## src/rtl/dwin_pkg.sv

```systemverilog
// Package: shared field positions and the captured configuration type for
// the display window fetch address generator.
package dwin_pkg;

    localparam int FIELD_W   = 10;   // width of each window-size field
    localparam int ROW_LSB   = 0;    // row words minus one
    localparam int LINE_LSB  = 10;   // line count minus one
    localparam int MOD_LSB   = 20;   // row-to-row modulo
    localparam int DEPTH_LSB = 2;    // bytes-per-pixel-minus-one field in pix_fmt

    typedef struct packed {
        logic [FIELD_W-1:0] row_code;
        logic [FIELD_W-1:0] line_code;
        logic [FIELD_W-1:0] modulo;
        logic [2:0]         bytes_pp;  // 1..4
    } win_cfg_t;

endpackage

```

## src/rtl/dwin_cfg_shadow.sv

```systemverilog
// dwin_cfg_shadow: captures the window size and pixel depth at each
// retrace strobe so the rest of the block sees constant settings for a
// whole field. Assumes frame_start is a one-cycle pulse.
module dwin_cfg_shadow
    import dwin_pkg::*;
(
    input  logic        clk,
    input  logic        rst_n,
    input  logic        frame_start,
    input  logic [31:0] win_size_in,
    input  logic [3:0]  pix_fmt_in,
    output win_cfg_t    cfg_q,
    output logic        armed_q
);

    // Capture decoded settings at retrace; mark the block armed.
    always_ff @(posedge clk) begin
        if (!rst_n) begin
            cfg_q   <= '0;
            armed_q <= 1'b0;
        end else if (frame_start) begin
            cfg_q.row_code  <= win_size_in[ROW_LSB  +: FIELD_W];
            cfg_q.line_code <= win_size_in[LINE_LSB +: FIELD_W];
            cfg_q.modulo    <= win_size_in[MOD_LSB  +: FIELD_W];
            cfg_q.bytes_pp  <= {1'b0, pix_fmt_in[DEPTH_LSB +: 2]} + 3'd1;
            armed_q         <= 1'b1;
        end
    end

    // settings hold between retrace strobes.
    p_cfg_hold_r8: assert property (@(posedge clk) disable iff (!rst_n)
        !frame_start |=> $stable(cfg_q));

endmodule

```

## src/rtl/dwin_word_pacer.sv

```systemverilog
// dwin_word_pacer: follows the byte position along the current row and
// flags the pixel that first touches a new 32-bit word. Assumes a pixel
// is at most four bytes, so one pixel opens at most one new word.
module dwin_word_pacer #(
    parameter int FIELD_W = 10,
    localparam int WORD_W = FIELD_W + 1,
    localparam int BYTE_W = WORD_W + 2
) (
    input  logic               clk,
    input  logic               rst_n,
    input  logic               frame_start,
    input  logic               line_start,
    input  logic               pix_valid,
    input  logic               enable,
    input  logic [FIELD_W-1:0] row_code,
    input  logic [2:0]         bytes_pp,
    output logic               issue,
    output logic [WORD_W-1:0]  word_idx,
    output logic               last_word
);

    logic [BYTE_W-1:0] byte_pos;
    logic [WORD_W-1:0] words_done;
    logic [WORD_W-1:0] row_words;
    logic [BYTE_W:0]   need_bytes;
    logic [WORD_W:0]   need_words;
    logic              words_full;
    logic              pix_ok;

    // Decode the word demand of the current pixel.
    always_comb begin
        row_words  = {1'b0, row_code} + WORD_W'(1);
        need_bytes = {1'b0, byte_pos} + (BYTE_W+1)'(bytes_pp) + (BYTE_W+1)'(3);
        need_words = need_bytes[BYTE_W:2];
        words_full = (words_done == row_words);
        pix_ok     = pix_valid && !frame_start && !line_start;
        issue      = pix_ok && enable && !words_full &&
                     (need_words > {1'b0, words_done});
        word_idx   = words_done;
        last_word  = (words_done == {1'b0, row_code});
    end

    // Advance byte and word positions; restart at line or field start.
    always_ff @(posedge clk) begin
        if (!rst_n || frame_start || line_start) begin
            byte_pos   <= '0;
            words_done <= '0;
        end else if (pix_ok && !words_full) begin
            byte_pos <= byte_pos + BYTE_W'(bytes_pp);
            if (issue) begin
                words_done <= words_done + WORD_W'(1);
            end
        end
    end

    // a pixel never opens more than one new word.
    p_single_word_r3: assert property (@(posedge clk) disable iff (!rst_n)
        issue |-> (need_words == ({1'b0, words_done} + (WORD_W+1)'(1))));

    // the word count of a row never passes the row width.
    p_words_bounded_r2: assert property (@(posedge clk) disable iff (!rst_n)
        words_done <= row_words);

endmodule

```

## src/rtl/dwin_row_walker.sv

```systemverilog
// dwin_row_walker: holds the row base and the completed-line count, selects
// the field base at retrace, advances by width plus modulo after each row,
// and registers the outgoing fetch. Assumes bases are word addresses.
module dwin_row_walker #(
    parameter int ADDR_W  = 24,
    parameter int FIELD_W = 10,
    localparam int WORD_W = FIELD_W + 1
) (
    input  logic               clk,
    input  logic               rst_n,
    input  logic               frame_start,
    input  logic               field_short,
    input  logic [ADDR_W-1:0]  base_long,
    input  logic [ADDR_W-1:0]  base_short,
    input  logic               issue,
    input  logic [WORD_W-1:0]  word_idx,
    input  logic               last_word,
    input  logic [FIELD_W-1:0] row_code,
    input  logic [FIELD_W-1:0] line_code,
    input  logic [FIELD_W-1:0] modulo,
    output logic               lines_left,
    output logic               fetch_req,
    output logic [ADDR_W-1:0]  fetch_addr
);

    logic [ADDR_W-1:0] row_base;
    logic [WORD_W-1:0] line_idx;

    // Fields remain while the completed-line count is within the limit.
    always_comb begin
        lines_left = (line_idx <= {1'b0, line_code});
    end

    // Load the field base at retrace; step to the next row after its last word.
    always_ff @(posedge clk) begin
        if (!rst_n) begin
            row_base <= '0;
            line_idx <= '0;
        end else if (frame_start) begin
            row_base <= field_short ? base_short : base_long;
            line_idx <= '0;
        end else if (issue && last_word) begin
            row_base <= row_base + ADDR_W'(row_code) + ADDR_W'(modulo);
            line_idx <= line_idx + WORD_W'(1);
        end
    end

    // Register the fetch strobe and its word address.
    always_ff @(posedge clk) begin
        if (!rst_n) begin
            fetch_req  <= 1'b0;
            fetch_addr <= '0;
        end else begin
            fetch_req  <= issue;
            fetch_addr <= row_base + ADDR_W'(word_idx);
        end
    end

    // the row base only moves at retrace or after a row's last word.
    p_base_hold_r4: assert property (@(posedge clk) disable iff (!rst_n)
        (!frame_start && !(issue && last_word)) |=> $stable(row_base));

    // no word is issued once the field's lines are used up.
    p_line_stop_r6: assert property (@(posedge clk) disable iff (!rst_n)
        !lines_left |-> !issue);

    // the cycle after retrace carries no fetch.
    p_retrace_quiet_r10: assert property (@(posedge clk) disable iff (!rst_n)
        frame_start |=> !fetch_req);

endmodule

```

## src/rtl/dwin_fetch_agen.sv

```systemverilog
// dwin_fetch_agen: top of the display window fetch address generator.
// Joins the configuration shadow, the per-pixel word pacer and the row
// walker. Assumes strobes come from one timing generator on clk.
module dwin_fetch_agen
    import dwin_pkg::*;
#(
    parameter int ADDR_W = 24
) (
    input  logic              clk,
    input  logic              rst_n,
    input  logic              frame_start,
    input  logic              line_start,
    input  logic              pix_valid,
    input  logic              field_short,
    input  logic [31:0]       cfg_win_size,
    input  logic [ADDR_W-1:0] cfg_base_long,
    input  logic [ADDR_W-1:0] cfg_base_short,
    input  logic [3:0]        cfg_pix_fmt,
    output logic              fetch_req,
    output logic [ADDR_W-1:0] fetch_addr
);

    localparam int WORD_W = FIELD_W + 1;

    win_cfg_t          cfg;
    logic              armed;
    logic              lines_left;
    logic              pace_en;
    logic              issue;
    logic [WORD_W-1:0] word_idx;
    logic              last_word;

    // Issue only once armed and while the field still has lines.
    always_comb begin
        pace_en = armed && lines_left;
    end

    dwin_cfg_shadow u_shadow (
        .clk         (clk),
        .rst_n       (rst_n),
        .frame_start (frame_start),
        .win_size_in (cfg_win_size),
        .pix_fmt_in  (cfg_pix_fmt),
        .cfg_q       (cfg),
        .armed_q     (armed)
    );

    dwin_word_pacer #(.FIELD_W(FIELD_W)) u_pacer (
        .clk         (clk),
        .rst_n       (rst_n),
        .frame_start (frame_start),
        .line_start  (line_start),
        .pix_valid   (pix_valid),
        .enable      (pace_en),
        .row_code    (cfg.row_code),
        .bytes_pp    (cfg.bytes_pp),
        .issue       (issue),
        .word_idx    (word_idx),
        .last_word   (last_word)
    );

    dwin_row_walker #(.ADDR_W(ADDR_W), .FIELD_W(FIELD_W)) u_walker (
        .clk         (clk),
        .rst_n       (rst_n),
        .frame_start (frame_start),
        .field_short (field_short),
        .base_long   (cfg_base_long),
        .base_short  (cfg_base_short),
        .issue       (issue),
        .word_idx    (word_idx),
        .last_word   (last_word),
        .row_code    (cfg.row_code),
        .line_code   (cfg.line_code),
        .modulo      (cfg.modulo),
        .lines_left  (lines_left),
        .fetch_req   (fetch_req),
        .fetch_addr  (fetch_addr)
    );

    // every fetch follows a pixel strobe by one cycle.
    p_req_on_pixel_r9: assert property (@(posedge clk) disable iff (!rst_n)
        fetch_req |-> $past(pix_valid));

    // nothing is fetched until the first retrace has armed the block.
    p_quiet_until_armed_r1: assert property (@(posedge clk) disable iff (!rst_n)
        !armed |-> !issue);

endmodule

```

## config.mk

```make
export PLATFORM = sky130hd
export DESIGN_NAME = dwin_fetch_agen
export DESIGN_NICKNAME = d
export VERILOG_FILES = /design/src/rtl/dwin_pkg.sv /design/src/rtl/dwin_cfg_shadow.sv /design/src/rtl/dwin_word_pacer.sv /design/src/rtl/dwin_row_walker.sv /design/src/rtl/dwin_fetch_agen.sv
export SDC_FILE = /design/constraint.sdc
export NUM_CORES = 1
export LEC_CHECK = 0
export BUFFER_PORTS_ARGS = -buffer_cell sky130_fd_sc_hd__clkbuf_2
export CAP_MARGIN = 20
export CORE_ASPECT_RATIO = 0.7
export CORE_MARGIN = 5
export CORE_UTILIZATION = 55
export CTS_CLUSTER_SIZE = 8
export DETAILED_ROUTE_END_ITERATION = 7
export PLACE_DENSITY_LB_ADDON = 0.1
export SLEW_MARGIN = 10
export SYNTH_ARGS = -nofsm -noshare
export SYNTH_HDL_FRONTEND = slang
export SYNTH_HIERARCHICAL = 1
export SYNTH_SLANG_ARGS = --single-unit
```

## constraint.sdc

```tcl
create_clock -name clk -period 10.4 [get_ports clk]
set_clock_uncertainty 0.2 [all_clocks]
set_input_delay 2.08 -clock clk [delete_from_list [all_inputs] [get_ports clk]]
set_output_delay 2.08 -clock clk [all_outputs]
set_load 0.02 [all_outputs]
```

==> results.md <==
- Worst rel slew slack: 33.3%
- Syn. warnings: 6
- CP startpoint kind: flop
- Post-DRT Antenna Nets: 0
- Storage cell area: between 0.002 and 0.0025 mm2
- Hold slack final: roughly 290 ps
- Area grow syn2layout: 15.6%
- Ratio of cells with drive above 1 in the final layout: 17.0%
- Pin count of the biggest net entering global routing: 82
- Post-Place Cell Area: 0.00847 mm2
- Max Slew Vio Count: 0
- Leakage: 3.92 nW
- Clk slew on worst S/H paths: 60 ps
- Final period util: ~53%
- Drt wl/cell: 16.6 um
- Detailed-route DRC error count: 0
- CTS Buf Count: 17
- PortBufs: 110
- DRT iter0 DRCs: approximately 560
- Filler Cell Count: 1,181
- Achievable Freq: 0.180 GHz
- Sequential area share after synthesis: ~30%
- Crit path arrival time: 5690 ps
- EDFF count, synth: 0
- Post-route insts no fill: 1,197
- Crit Path Class: flop to flop
- Design Area, Final: 0.00910 mm2
- Worst-Skew Late Latency: 420 ps
- Nets@finish: 1,151
- Total GRT Usage: 23.8%
- Post-layout util: 65.2%
- DR vias/cell: 5.69
- Die Ht: 110 um
- Hold_sp: u_shadow/armed_q
- Clock buffer depth: 2
- Final wirelength: between 15,000 and 20,000 um
- Synth area leader: dfxtp_1
- Num ports: 115
- Synth Cell Area: a little under 0.008 mm2
- Setup violations, final: 0
- Max Cap Viol: 0
- CP Capture Type: flop
- Reg2reg end: u_walker/line_idx[9]
- Die Area: 0.0168 mm2
- Hold Path End: u_shadow/armed_q
- Root Driver: clkbuf_16
- Crit path max fanout: 19
- Async S/R FF share, synth: 0%
- Worst Slack Setup Final: between 4000 and 5000 ps
- Synth unique cells: between 80 and 90
- Postcts setup bufs: 0
- Pre-CTS setup slack: 4660 ps
- Vias in the first global route: 6,348
- Synthesized area per cell: a little under 9 um2
- Final Critical Period: 5550 ps
- Syn Nets: 1,056
- TritonCTS clock tree: yes
- Row count: 36
- 1st-pass router iterations: 5
- Pwr Total: around 1.3 mW
- Post-DP HPWL: 14,500 um
- Unrepaired setup endpoints after global routing: false
- # diodes: 0
- CTS H-tree lvls: 4
- Die width: between 150 and 200 um
- Setup TNS: 0 ps
- VDD IR max: 0.122 mV
- Post-synth top flop: dfxtp_1
- Reg2Reg Setup Slack: 4850 ps
- Initial antenna violation count: 0
- First-pass GRT wire length: 32,400 um
- Outcome: completed
- Top-area cell type share of the netlist area: 30.0%
- Core ar.: 0.0140 mm2
- Clk sinks: 118
- Final Hold Viols: 0
- Placed cell count: approximately 1,200
- Worst Hold Class: flop to flop
- Detailed-route via count: 6,811
- Routability cong.: 0.910
- Reg2reg path depth: 21
- Worst endpoint required time: roughly 11,000 ps
- Starting Density: 56.4%
- Hold Crit Depth: 1
- Cts hold-fix bufs: 0
- Area contributors post-synth: dfxtp_1 30%, ha_1 8.4%, mux2i_1 7.4%
- Power Dens Cells: 142 mW/mm2
- Worst Tran Pin Value: 1000 ps
- Synthesized flop and latch total: 118
- Post_cts resized: 0
- Cells after Synth: 899
- Reg2Reg Launch Point: u_shadow/cfg_q[1]
- Gr ovfl total: 0
- Multi-input logic area: 0.00510 mm2
-- cells in the final DEF, fill, tap and decap left out, types with 12 or more instances in the layout --
| master | instances |
|---|---|
| dfxtp_1 | 118 |
| clkbuf_2 | 109 |
| nand2_1 | 67 |
| a21oi_1 | 67 |
| mux2i_1 | 58 |
| ha_1 | 53 |
| nor2_1 | 52 |
| inv_1 | 49 |
| nor2b_1 | 39 |
| xor2_1 | 38 |
| o21ai_0 | 27 |
| or3_1 | 23 |
| a211oi_1 | 23 |
| o21a_1 | 21 |
| xnor2_1 | 20 |
| nor3_1 | 19 |
| clkbuf_16 | 17 |
| nand3_1 | 16 |
| fa_1 | 14 |
| and2_1 | 12 |
| nand4_1 | 12 |
-- sequential cells by signal, indices dropped and copies added (netlist names) --
| register | count |
|---|---|
| u_pacer/byte_pos | 13 |
| u_pacer/word_idx | 11 |
| u_shadow/armed_q | 1 |
| u_shadow/cfg_q | 33 |
| u_walker/fetch_addr | 24 |
| u_walker/fetch_req | 1 |
| u_walker/line_idx | 11 |
| u_walker/row_base | 24 |
-- layer usage --
layer / GRT usage (%) / wire length [um] / vias up
li1: - / - / 3423
met1: 35.8 / 9960 / 3180
met2: 34.7 / 8290 / 189
met3: 5.66 / 1510 / 19
met4: 5.02 / 159 / 0
met5: 0 / 0 / -
-- layout make-up --
type / instances / share of cell area (%)
Inverter: 50 / 2.06
Tap cell: 190 / 2.61
Clock buffer: 18 / 4.71
Clock inverter: 14 / 2.17
Sequential cell: 118 / 25.9
Timing Repair Buffer: 115 / 6.53
Multi-Input combinational cell: 692 / 56.0
-- synth_stat cells (12+ instances only) --
| library cell | count |
|---|---|
| a21oi_1 | 67 |
| nor3_1 | 19 |
| and2_1 | 12 |
| nand2_1 | 67 |
| dfxtp_1 | 118 |
| nor2_1 | 52 |
| nand4_1 | 12 |
| a211oi_1 | 23 |
| clkbuf_1 | 23 |
| ha_1 | 53 |
| or3_1 | 23 |
| mux2i_1 | 58 |
| inv_1 | 49 |
| xor2_1 | 38 |
| o21ai_0 | 27 |
| nand3_1 | 16 |
| xnor2_1 | 20 |
| nor2b_1 | 39 |
| fa_1 | 14 |
| o21a_1 | 21 |
-- cell families (layout without fill, tap and decap cells) --
kind of cell / after synthesis / after routing / synth area share (%)
AOI/OAI and AO/OA: 219 / 219 / 19.1
adders and majority gates: 67 / 67 / 12.0
xor gates and xnor gates: 59 / 59 / 6.66
DFF: 118 / 118 / 30.0
buffers and inverters: 89 / 197 / 5.29
muxes: 60 / 60 / 7.66
and+or+nand+nor: 287 / 287 / 19.4
-- worst max path at each step --
stage | from | end | slack, ps
4_1_cts | u_shadow/cfg_q[1] | u_walker/line_idx[9] | 4860
6_report | u_shadow/cfg_q[1] | u_walker/line_idx[9] | 4850
3_5_place_dp | frame_start | u_walker/line_idx[9] | 4660
3_3_place_gp | frame_start | u_walker/line_idx[9] | 4720
5_1_grt | u_shadow/cfg_q[1] | u_walker/line_idx[9] | 4380
2_1_floorplan | frame_start | u_walker/line_idx[9] | 5830
-- worst max-delay path, stage by stage (launching register included) --
cell	delay [ps]
dfxtp_1	360
inv_1	90
ha_1	310
nor2_1	150
inv_1	70
fa_1	420
nor3b_1	200
a21o_1	150
and2_1	200
nand2_1	80
xnor2_1	130
ha_1	270
and4_1	210
nand4_1	140
a21o_1	180
a31oi_1	220
o32ai_4	250
inv_2	180
and2_1	640
nand4_1	420
or3_1	450
a21oi_1	140
-- where the power goes --
part / total (mW) / internal (mW) / switching [mW]
clock: 0.630 / 0.403 / 0.227
combinational: 0.166 / 0.0758 / 0.0904
sequential: 0.497 / 0.472 / 0.0252
total: 1.29 / 0.951 / 0.343
Note: power is estimated with default switching activity, not from simulation.
